`src/rtl/sprom_pkg.sv`:
```
package sprom_pkg;
  typedef enum logic [2:0] {
    PH_IDLE  = 3'd0,
    PH_ADDR  = 3'd1,
    PH_LATCH = 3'd2,
    PH_WAIT  = 3'd3,
    PH_DATA  = 3'd4,
    PH_HOLD  = 3'd5
  } phase_t;
endpackage

```
`src/rtl/sprom_clkdiv.sv`:
```
module sprom_clkdiv #(
  parameter int DIV_W   = 5,
  parameter int DIV_MIN = 2,
  parameter int DIV_MAX = 16
) (
  input  logic             clk,
  input  logic             rst,
  input  logic             load,
  input  logic [DIV_W-1:0] ratio_in,
  input  logic             run,
  output logic             tick,
  output logic             sclk
);
  localparam logic [DIV_W-1:0] RMIN = DIV_W'(DIV_MIN);
  localparam logic [DIV_W-1:0] RMAX = DIV_W'(DIV_MAX);

  logic [DIV_W-1:0] ratio_q, div_cnt, clamped;
  logic [DIV_W:0]   cnt_plus;
  logic             sclk_q;

  always_comb begin
    if (ratio_in < RMIN)      clamped = RMIN;
    else if (ratio_in > RMAX) clamped = RMAX;
    else                      clamped = ratio_in;
  end

  assign tick     = run && (div_cnt == ratio_q - DIV_W'(1));
  assign cnt_plus = {1'b0, div_cnt} + (DIV_W+1)'(1);

  always_ff @(posedge clk) begin
    if (rst) begin
      ratio_q <= RMIN;
    end else if (load) begin
      ratio_q <= clamped;
    end
  end

  always_ff @(posedge clk) begin
    if (rst || !run) begin
      div_cnt <= '0;
      sclk_q  <= 1'b0;
    end else if (tick) begin
      div_cnt <= '0;
      sclk_q  <= 1'b0;
    end else begin
      div_cnt <= cnt_plus[DIV_W-1:0];
      sclk_q  <= cnt_plus >= {2'b00, ratio_q[DIV_W-1:1]};
    end
  end

  assign sclk = sclk_q;

  a_r2_ratio_frozen: assert property (@(posedge clk) disable iff (rst)
    (run && !load) |=> $stable(ratio_q));
  a_r2_ratio_range: assert property (@(posedge clk) disable iff (rst)
    run |-> (ratio_q >= RMIN && ratio_q <= RMAX));
  a_r2_low_first: assert property (@(posedge clk) disable iff (rst)
    (run && div_cnt == '0) |-> !sclk_q);
endmodule

```
`src/rtl/sprom_outreg.sv`:
```
module sprom_outreg #(
  parameter int DATA_W = 16
) (
  input  logic              clk,
  input  logic              rst,
  input  logic              load,
  input  logic [DATA_W-1:0] din,
  input  logic              ready,
  output logic [DATA_W-1:0] data,
  output logic              valid,
  output logic              taken
);
  logic [DATA_W-1:0] data_q;
  logic              valid_q;

  always_ff @(posedge clk) begin
    if (rst) begin
      data_q  <= '0;
      valid_q <= 1'b0;
    end else if (load) begin
      data_q  <= din;
      valid_q <= 1'b1;
    end else if (valid_q && ready) begin
      valid_q <= 1'b0;
    end
  end

  assign data  = data_q;
  assign valid = valid_q;
  assign taken = valid_q && ready;

  a_r7_hold_word: assert property (@(posedge clk) disable iff (rst)
    (valid_q && !ready) |=> (valid_q && $stable(data_q)));
endmodule

```
`src/rtl/sprom_seq.sv`:
```
module sprom_seq
  import sprom_pkg::*;
#(
  parameter int ADDR_W       = 22,
  parameter int DATA_W       = 16,
  parameter int CNT_W        = 16,
  parameter int WAIT_PERIODS = 2
) (
  input  logic              clk,
  input  logic              rst,
  input  logic              start,
  input  logic [ADDR_W-1:0] start_addr,
  input  logic [CNT_W-1:0]  word_count,
  input  logic              tick,
  input  logic              sdi,
  input  logic              taken,
  output phase_t            phase,
  output logic              accept,
  output logic              sao,
  output logic              latch,
  output logic              load_word,
  output logic [DATA_W-1:0] word,
  output logic              done
);
  localparam int MAXAD = (ADDR_W > DATA_W) ? ADDR_W : DATA_W;
  localparam int MAXB  = (MAXAD > WAIT_PERIODS) ? MAXAD : WAIT_PERIODS;
  localparam int BIT_W = $clog2(MAXB + 1);

  phase_t            phase_q;
  logic [BIT_W-1:0]  bit_cnt;
  logic [ADDR_W-1:0] addr_sr, cur_addr, next_addr;
  logic [DATA_W-1:0] data_sr;
  logic [CNT_W-1:0]  left;
  logic              latch_q, done_q;

  assign accept    = (phase_q == PH_IDLE) && start;
  assign next_addr = cur_addr + ADDR_W'(1);
  assign word      = {data_sr[DATA_W-2:0], sdi};
  assign load_word = (phase_q == PH_DATA) && tick && (bit_cnt == BIT_W'(DATA_W-1));

  always_ff @(posedge clk) begin
    if (rst) begin
      phase_q  <= PH_IDLE;
      bit_cnt  <= '0;
      addr_sr  <= '0;
      cur_addr <= '0;
      data_sr  <= '0;
      left     <= '0;
      latch_q  <= 1'b0;
      done_q   <= 1'b0;
    end else begin
      done_q <= 1'b0;
      unique case (phase_q)
        PH_IDLE: if (start) begin
          if (word_count == '0) begin
            done_q <= 1'b1;
          end else begin
            phase_q  <= PH_ADDR;
            addr_sr  <= start_addr;
            cur_addr <= start_addr;
            left     <= word_count;
            bit_cnt  <= '0;
          end
        end
        PH_ADDR: if (tick) begin
          addr_sr <= addr_sr << 1;
          if (bit_cnt == BIT_W'(ADDR_W-1)) begin
            phase_q <= PH_LATCH;
            bit_cnt <= '0;
            latch_q <= 1'b1;
          end else begin
            bit_cnt <= bit_cnt + BIT_W'(1);
          end
        end
        PH_LATCH: if (tick) begin
          latch_q <= 1'b0;
          phase_q <= PH_WAIT;
        end
        PH_WAIT: if (tick) begin
          if (bit_cnt == BIT_W'(WAIT_PERIODS-1)) begin
            phase_q <= PH_DATA;
            bit_cnt <= '0;
          end else begin
            bit_cnt <= bit_cnt + BIT_W'(1);
          end
        end
        PH_DATA: if (tick) begin
          data_sr <= word;
          if (bit_cnt == BIT_W'(DATA_W-1)) begin
            phase_q <= PH_HOLD;
            bit_cnt <= '0;
          end else begin
            bit_cnt <= bit_cnt + BIT_W'(1);
          end
        end
        PH_HOLD: if (taken) begin
          if (left == CNT_W'(1)) begin
            phase_q <= PH_IDLE;
            done_q  <= 1'b1;
          end else begin
            left     <= left - CNT_W'(1);
            cur_addr <= next_addr;
            addr_sr  <= next_addr;
            phase_q  <= PH_ADDR;
          end
        end
        default: phase_q <= PH_IDLE;
      endcase
    end
  end

  assign phase = phase_q;
  assign sao   = addr_sr[ADDR_W-1];
  assign latch = latch_q;
  assign done  = done_q;

  a_r5_latch_follows_addr: assert property (@(posedge clk) disable iff (rst)
    $rose(latch_q) |-> ($past(phase_q) == PH_ADDR));
  a_r5_addr_drained: assert property (@(posedge clk) disable iff (rst)
    latch_q |-> (addr_sr == '0));
  a_r9_done_idle: assert property (@(posedge clk) disable iff (rst)
    done_q |-> (phase_q == PH_IDLE));
endmodule

```
`src/rtl/sprom_boot_reader.sv`:
```
module sprom_boot_reader
  import sprom_pkg::*;
#(
  parameter int ADDR_W       = 22,
  parameter int DATA_W       = 16,
  parameter int CNT_W        = 16,
  parameter int DIV_W        = 5,
  parameter int DIV_MIN      = 2,
  parameter int DIV_MAX      = 16,
  parameter int WAIT_PERIODS = 2
) (
  input  logic              clk,
  input  logic              rst,
  input  logic              start,
  input  logic [ADDR_W-1:0] start_addr,
  input  logic [CNT_W-1:0]  word_count,
  input  logic [DIV_W-1:0]  div_ratio,
  output logic              busy,
  output logic              done,
  output logic              prom_sclk,
  output logic              prom_sao,
  output logic              prom_latch,
  input  logic              prom_sdi,
  output logic [DATA_W-1:0] rd_data,
  output logic              rd_valid,
  input  logic              rd_ready
);
  phase_t            phase;
  logic              accept, tick, run, load_word, taken;
  logic [DATA_W-1:0] word;

  assign run  = (phase == PH_ADDR) || (phase == PH_LATCH) ||
                (phase == PH_WAIT) || (phase == PH_DATA);
  assign busy = (phase != PH_IDLE);

  sprom_clkdiv #(.DIV_W(DIV_W), .DIV_MIN(DIV_MIN), .DIV_MAX(DIV_MAX)) u_div (
    .clk(clk), .rst(rst), .load(accept), .ratio_in(div_ratio),
    .run(run), .tick(tick), .sclk(prom_sclk)
  );

  sprom_seq #(.ADDR_W(ADDR_W), .DATA_W(DATA_W), .CNT_W(CNT_W),
              .WAIT_PERIODS(WAIT_PERIODS)) u_seq (
    .clk(clk), .rst(rst), .start(start), .start_addr(start_addr),
    .word_count(word_count), .tick(tick), .sdi(prom_sdi), .taken(taken),
    .phase(phase), .accept(accept), .sao(prom_sao), .latch(prom_latch),
    .load_word(load_word), .word(word), .done(done)
  );

  sprom_outreg #(.DATA_W(DATA_W)) u_out (
    .clk(clk), .rst(rst), .load(load_word), .din(word), .ready(rd_ready),
    .data(rd_data), .valid(rd_valid), .taken(taken)
  );

  a_r11_pins_quiet: assert property (@(posedge clk) disable iff (rst)
    (!busy || rd_valid) |-> (!prom_sclk && !prom_sao && !prom_latch));
  a_r9_done_not_busy: assert property (@(posedge clk) disable iff (rst)
    done |-> !busy);
endmodule

```
`config.mk`:
```
export PLATFORM = sky130hd
export DESIGN_NAME = sprom_boot_reader
export DESIGN_NICKNAME = d
export VERILOG_FILES = /design/src/rtl/sprom_pkg.sv /design/src/rtl/sprom_clkdiv.sv /design/src/rtl/sprom_outreg.sv /design/src/rtl/sprom_seq.sv /design/src/rtl/sprom_boot_reader.sv
export SDC_FILE = /design/constraint.sdc
export NUM_CORES = 1
export LEC_CHECK = 0
export BUFFER_PORTS_ARGS = -buffer_cell sky130_fd_sc_hd__buf_4
export CORE_ASPECT_RATIO = 0.5
export CORE_UTILIZATION = 40
export CTS_CLUSTER_SIZE = 14
export DETAILED_ROUTE_END_ITERATION = 10
export GPL_TIMING_DRIVEN = 0
export MAX_ROUTING_LAYER = met4
export PLACE_DENSITY = 0.68
export SYNTH_ARGS = -nofsm -noshare
export SYNTH_HDL_FRONTEND = slang
export SYNTH_HIERARCHICAL = 1
export SYNTH_SLANG_ARGS = --single-unit
```
`constraint.sdc`:
```
create_clock -name clk -period 7.39 [get_ports clk]
set_input_delay 0.739 -clock clk [delete_from_list [all_inputs] [get_ports clk]]
set_output_delay 0.739 -clock clk [all_outputs]
set_load 0.02 [all_outputs]
```
==> results_dict.tcl <==
set metrics [dict create \
    status "finished clean" \
    synthArstFlopShare_pct 0 \
    grt_remaining_overflow 0 \
    htree_levels 4 \
    diodes 0 \
    synth_edf_count 0 \
    ys_warn_count 6 \
    power_w 0.00183 \
    first_iter_violations 775 \
    wl_per_cell_um 18.1 \
    clockBufferDepth 2 \
    slew-limit-headroom_pct 44.5 \
    final_common_cell "dfxtp_1" \
    grt_usage_pct 26.0 \
    crit_path_end_kind "register" \
    reg2reg_from "u_div/ratio_q[0]" \
    cp-startpoint "u_div/ratio_q[0]" \
    ant_nets 0 \
    ys_seq_elements 113 \
    slew_violations 0 \
    powerDensity_nw_per_um2 239 \
    ys_seq_area_share_pct 35.9 \
    cts_setup_buffers 0 \
    synth_ff_type "dfxtp_1" \
    gp_congestion 0.945 \
    cts_tree "yes" \
    first_pass_iters 7 \
    r2r_end "u_out/data[6]" \
    dieWidth_um 179 \
    holdBufCountCts 0 \
    dpl_cell_area_sq_um 7060 \
    avgSynthCellArea_sq_um 7.72 \
    synth_cell_types 67 \
    initial_utilization_pct 42.3 \
    io_buffers 69 \
    post-route-min-period_ps 3550 \
    netlist_area_sq_um 6290 \
    cts_resized 0 \
    cts.sinks 113 \
    worstSetupPathType "register to register" \
    grt_pass1_vias 6084 \
    cts-root-buf "clkbuf_16" \
    p_leak_nw 2.85 \
    vdd_drop_max_mv 0.190 \
    reg2reg_slack_ps 3840 \
    fin_skew_ps 9.74 \
    fp.dieArea_sq_um 16300 \
    clkTransAtPathRegs_ps 60 \
    io-pin-count 70 \
    setup_violations 0 \
    syn_nets 876 \
    fill_cells 1447 \
    wirelength_mm 20.2 \
    min_period_over_period_pct 48.1 \
    numCtsBuffers 17 \
    max-cap-violations 0 \
    dp_hpwl_mm 14.1 \
    syn_inst 815 \
    fin_ws_ps 3840 \
    drc 0 \
    tns_ps 0 \
    antenna_found_initial 0 \
    final_hold_viol_count 0 \
    crit_end "u_out/data[6]" \
    rsz0062_at_grt "no" \
    final_util_pct 51.4 \
    layout_common_cells "113 x dfxtp_1, 104 x nand2_1, 94 x a21oi_1" \
    arrival_ps 3860 \
    area_delta_synth_final_pct 21.7 \
    reg2reg_depth 13 \
    core_area_sq_um 14900 \
    worst_setup_path_start_kind "register" \
    final_area_sq_um 7660 \
    clkLatencyLatePin_ps 420 \
    cp_max_fo 13 \
    drt-vias-per-instance 5.95 \
    place_ws_ps 3840 \
    worst_pin_slew_ps 833 \
    via_count 6624 \
    cp.required_ps 7690 \
    hold_path_class "register to register" \
    rows 31 \
    die_h_um 90.7 \
    grt_first_pass_wirelength_mm 32.0 \
    grt_max_degree 17 \
    fmax_ghz 0.281 \
    drive_gt1_share_pct 15.4 \
    finalNetCount 964 \
]
-- cell usage after synthesis, types with 5 or more instances --
cell type / count / area [sq um]
nand4_1: 10 / 62.6
a211oi_1: 10 / 75.1
a21oi_1: 94 / 470
clkbuf_1: 36 / 135
nor2b_1: 6 / 37.5
a31oi_1: 17 / 106
nor2_1: 88 / 330
o32ai_1: 10 / 87.6
buf_2: 14 / 70.1
o31ai_1: 8 / 60.1
and3_1: 10 / 62.6
nand2_1: 104 / 390
xor2_1: 11 / 96.3
xnor2_1: 16 / 140
a211oi_2: 5 / 62.6
inv_1: 19 / 71.3
o21ai_0: 19 / 95.1
a311oi_1: 5 / 43.8
nor4_1: 7 / 43.8
dfxtp_1: 113 / 2260
nor3b_1: 6 / 45.0
mux2i_1: 21 / 210
a22o_1: 7 / 61.3
nor3_1: 23 / 115
nand3_1: 21 / 105
o21ai_1: 39 / 195
and2_1: 8 / 50.1
ha_1: 13 / 163
buf_1: 8 / 30.0
-- metal layers --
metal | part of all wire (%) | global-route usage (%) | wire, um | up-vias
met3 | 10 | 6.27 | 2110 | 53
li1 | - | - | - | 3103
met4 | 2.1 | 8.75 | 415 | 0
met5 | 0 | - | 0 | -
met1 | 44 | 35.3 | 8950 | 3085
met2 | 43 | 37.3 | 8680 | 383
-- critical path, cell delays in order (launching register included) --
cell and delay [ps]:
dfxtp_1 380, inv_1 80, ha_1 300, xor2_1 130, nand3_1 140, nor4_4 660, and3_1 250, clkbuf_1 350
clkbuf_1 380, and2_1 200, buf_6 160, buf_12 150, mux2i_1 200, nor2_1 60
-- power by group --
group          internal, W  leakage [nW]  switching, W
sequential        0.000650         0.923     0.0000370
clock             0.000507         0.288      0.000331
combinational     0.000116          1.64      0.000191
total              0.00127          2.85      0.000559
-- kinds of logic after synthesis --
kind of cell	share of synthesized area [%]
fa+ha+maj	2.58
flops	35.9
simple gates	24.1
buf+inv	5.79
mux	3.34
xor+xnor	4.02
compound gates	24.3
-- layout make-up --
class / count / area, sq um / area share, %
plain buffers: 63 / 293 / 3.82
well taps: 198 / 248 / 3.23
flip-flops and latches: 113 / 2260 / 29.5
inverters: 19 / 71.3 / 0.931
clock buffers: 17 / 425 / 5.55
multi-input cells: 620 / 3670 / 47.9
clock inverters: 15 / 174 / 2.27
repair buffers: 69 / 518 / 6.76
-- per-stage QoR --
step / hold slack, ps / instances
2_1_floorplan: 436 / 815
3_3_place_gp: 446 / 1082
3_5_place_dp: 462 / 1082
4_1_cts: 468 / 1114
5_1_grt: 488 / 1114
6_report: 469 / 1114
-- worst min-delay path by stage --
stage / start / end / slack (ps) / cells after the start
global placement: u_seq/data_sr[14] / u_seq/data_sr[14] / 450 / 2
floorplan: u_seq/data_sr[14] / u_seq/data_sr[14] / 440 / 2
global route: u_seq/data_sr[11] / u_seq/data_sr[12] / 490 / 2
finish: u_seq/data_sr[12] / u_seq/data_sr[13] / 470 / 2
CTS: u_seq/data_sr[1] / u_seq/data_sr[2] / 470 / 2
detailed placement: u_seq/data_sr[1] / u_seq/data_sr[2] / 460 / 2
-- sequential cells by signal, indices dropped and copies added (netlist names), 5 cells and up --
signal	count
u_seq/addr_sr	22
u_seq/cur_addr	22
u_out/data	16
u_seq/left	16
u_seq/data_sr	15
u_div/div_cnt	5
u_div/ratio_q	5
u_seq/bit_cnt	5
Note: power is estimated with default switching activity, not from simulation.
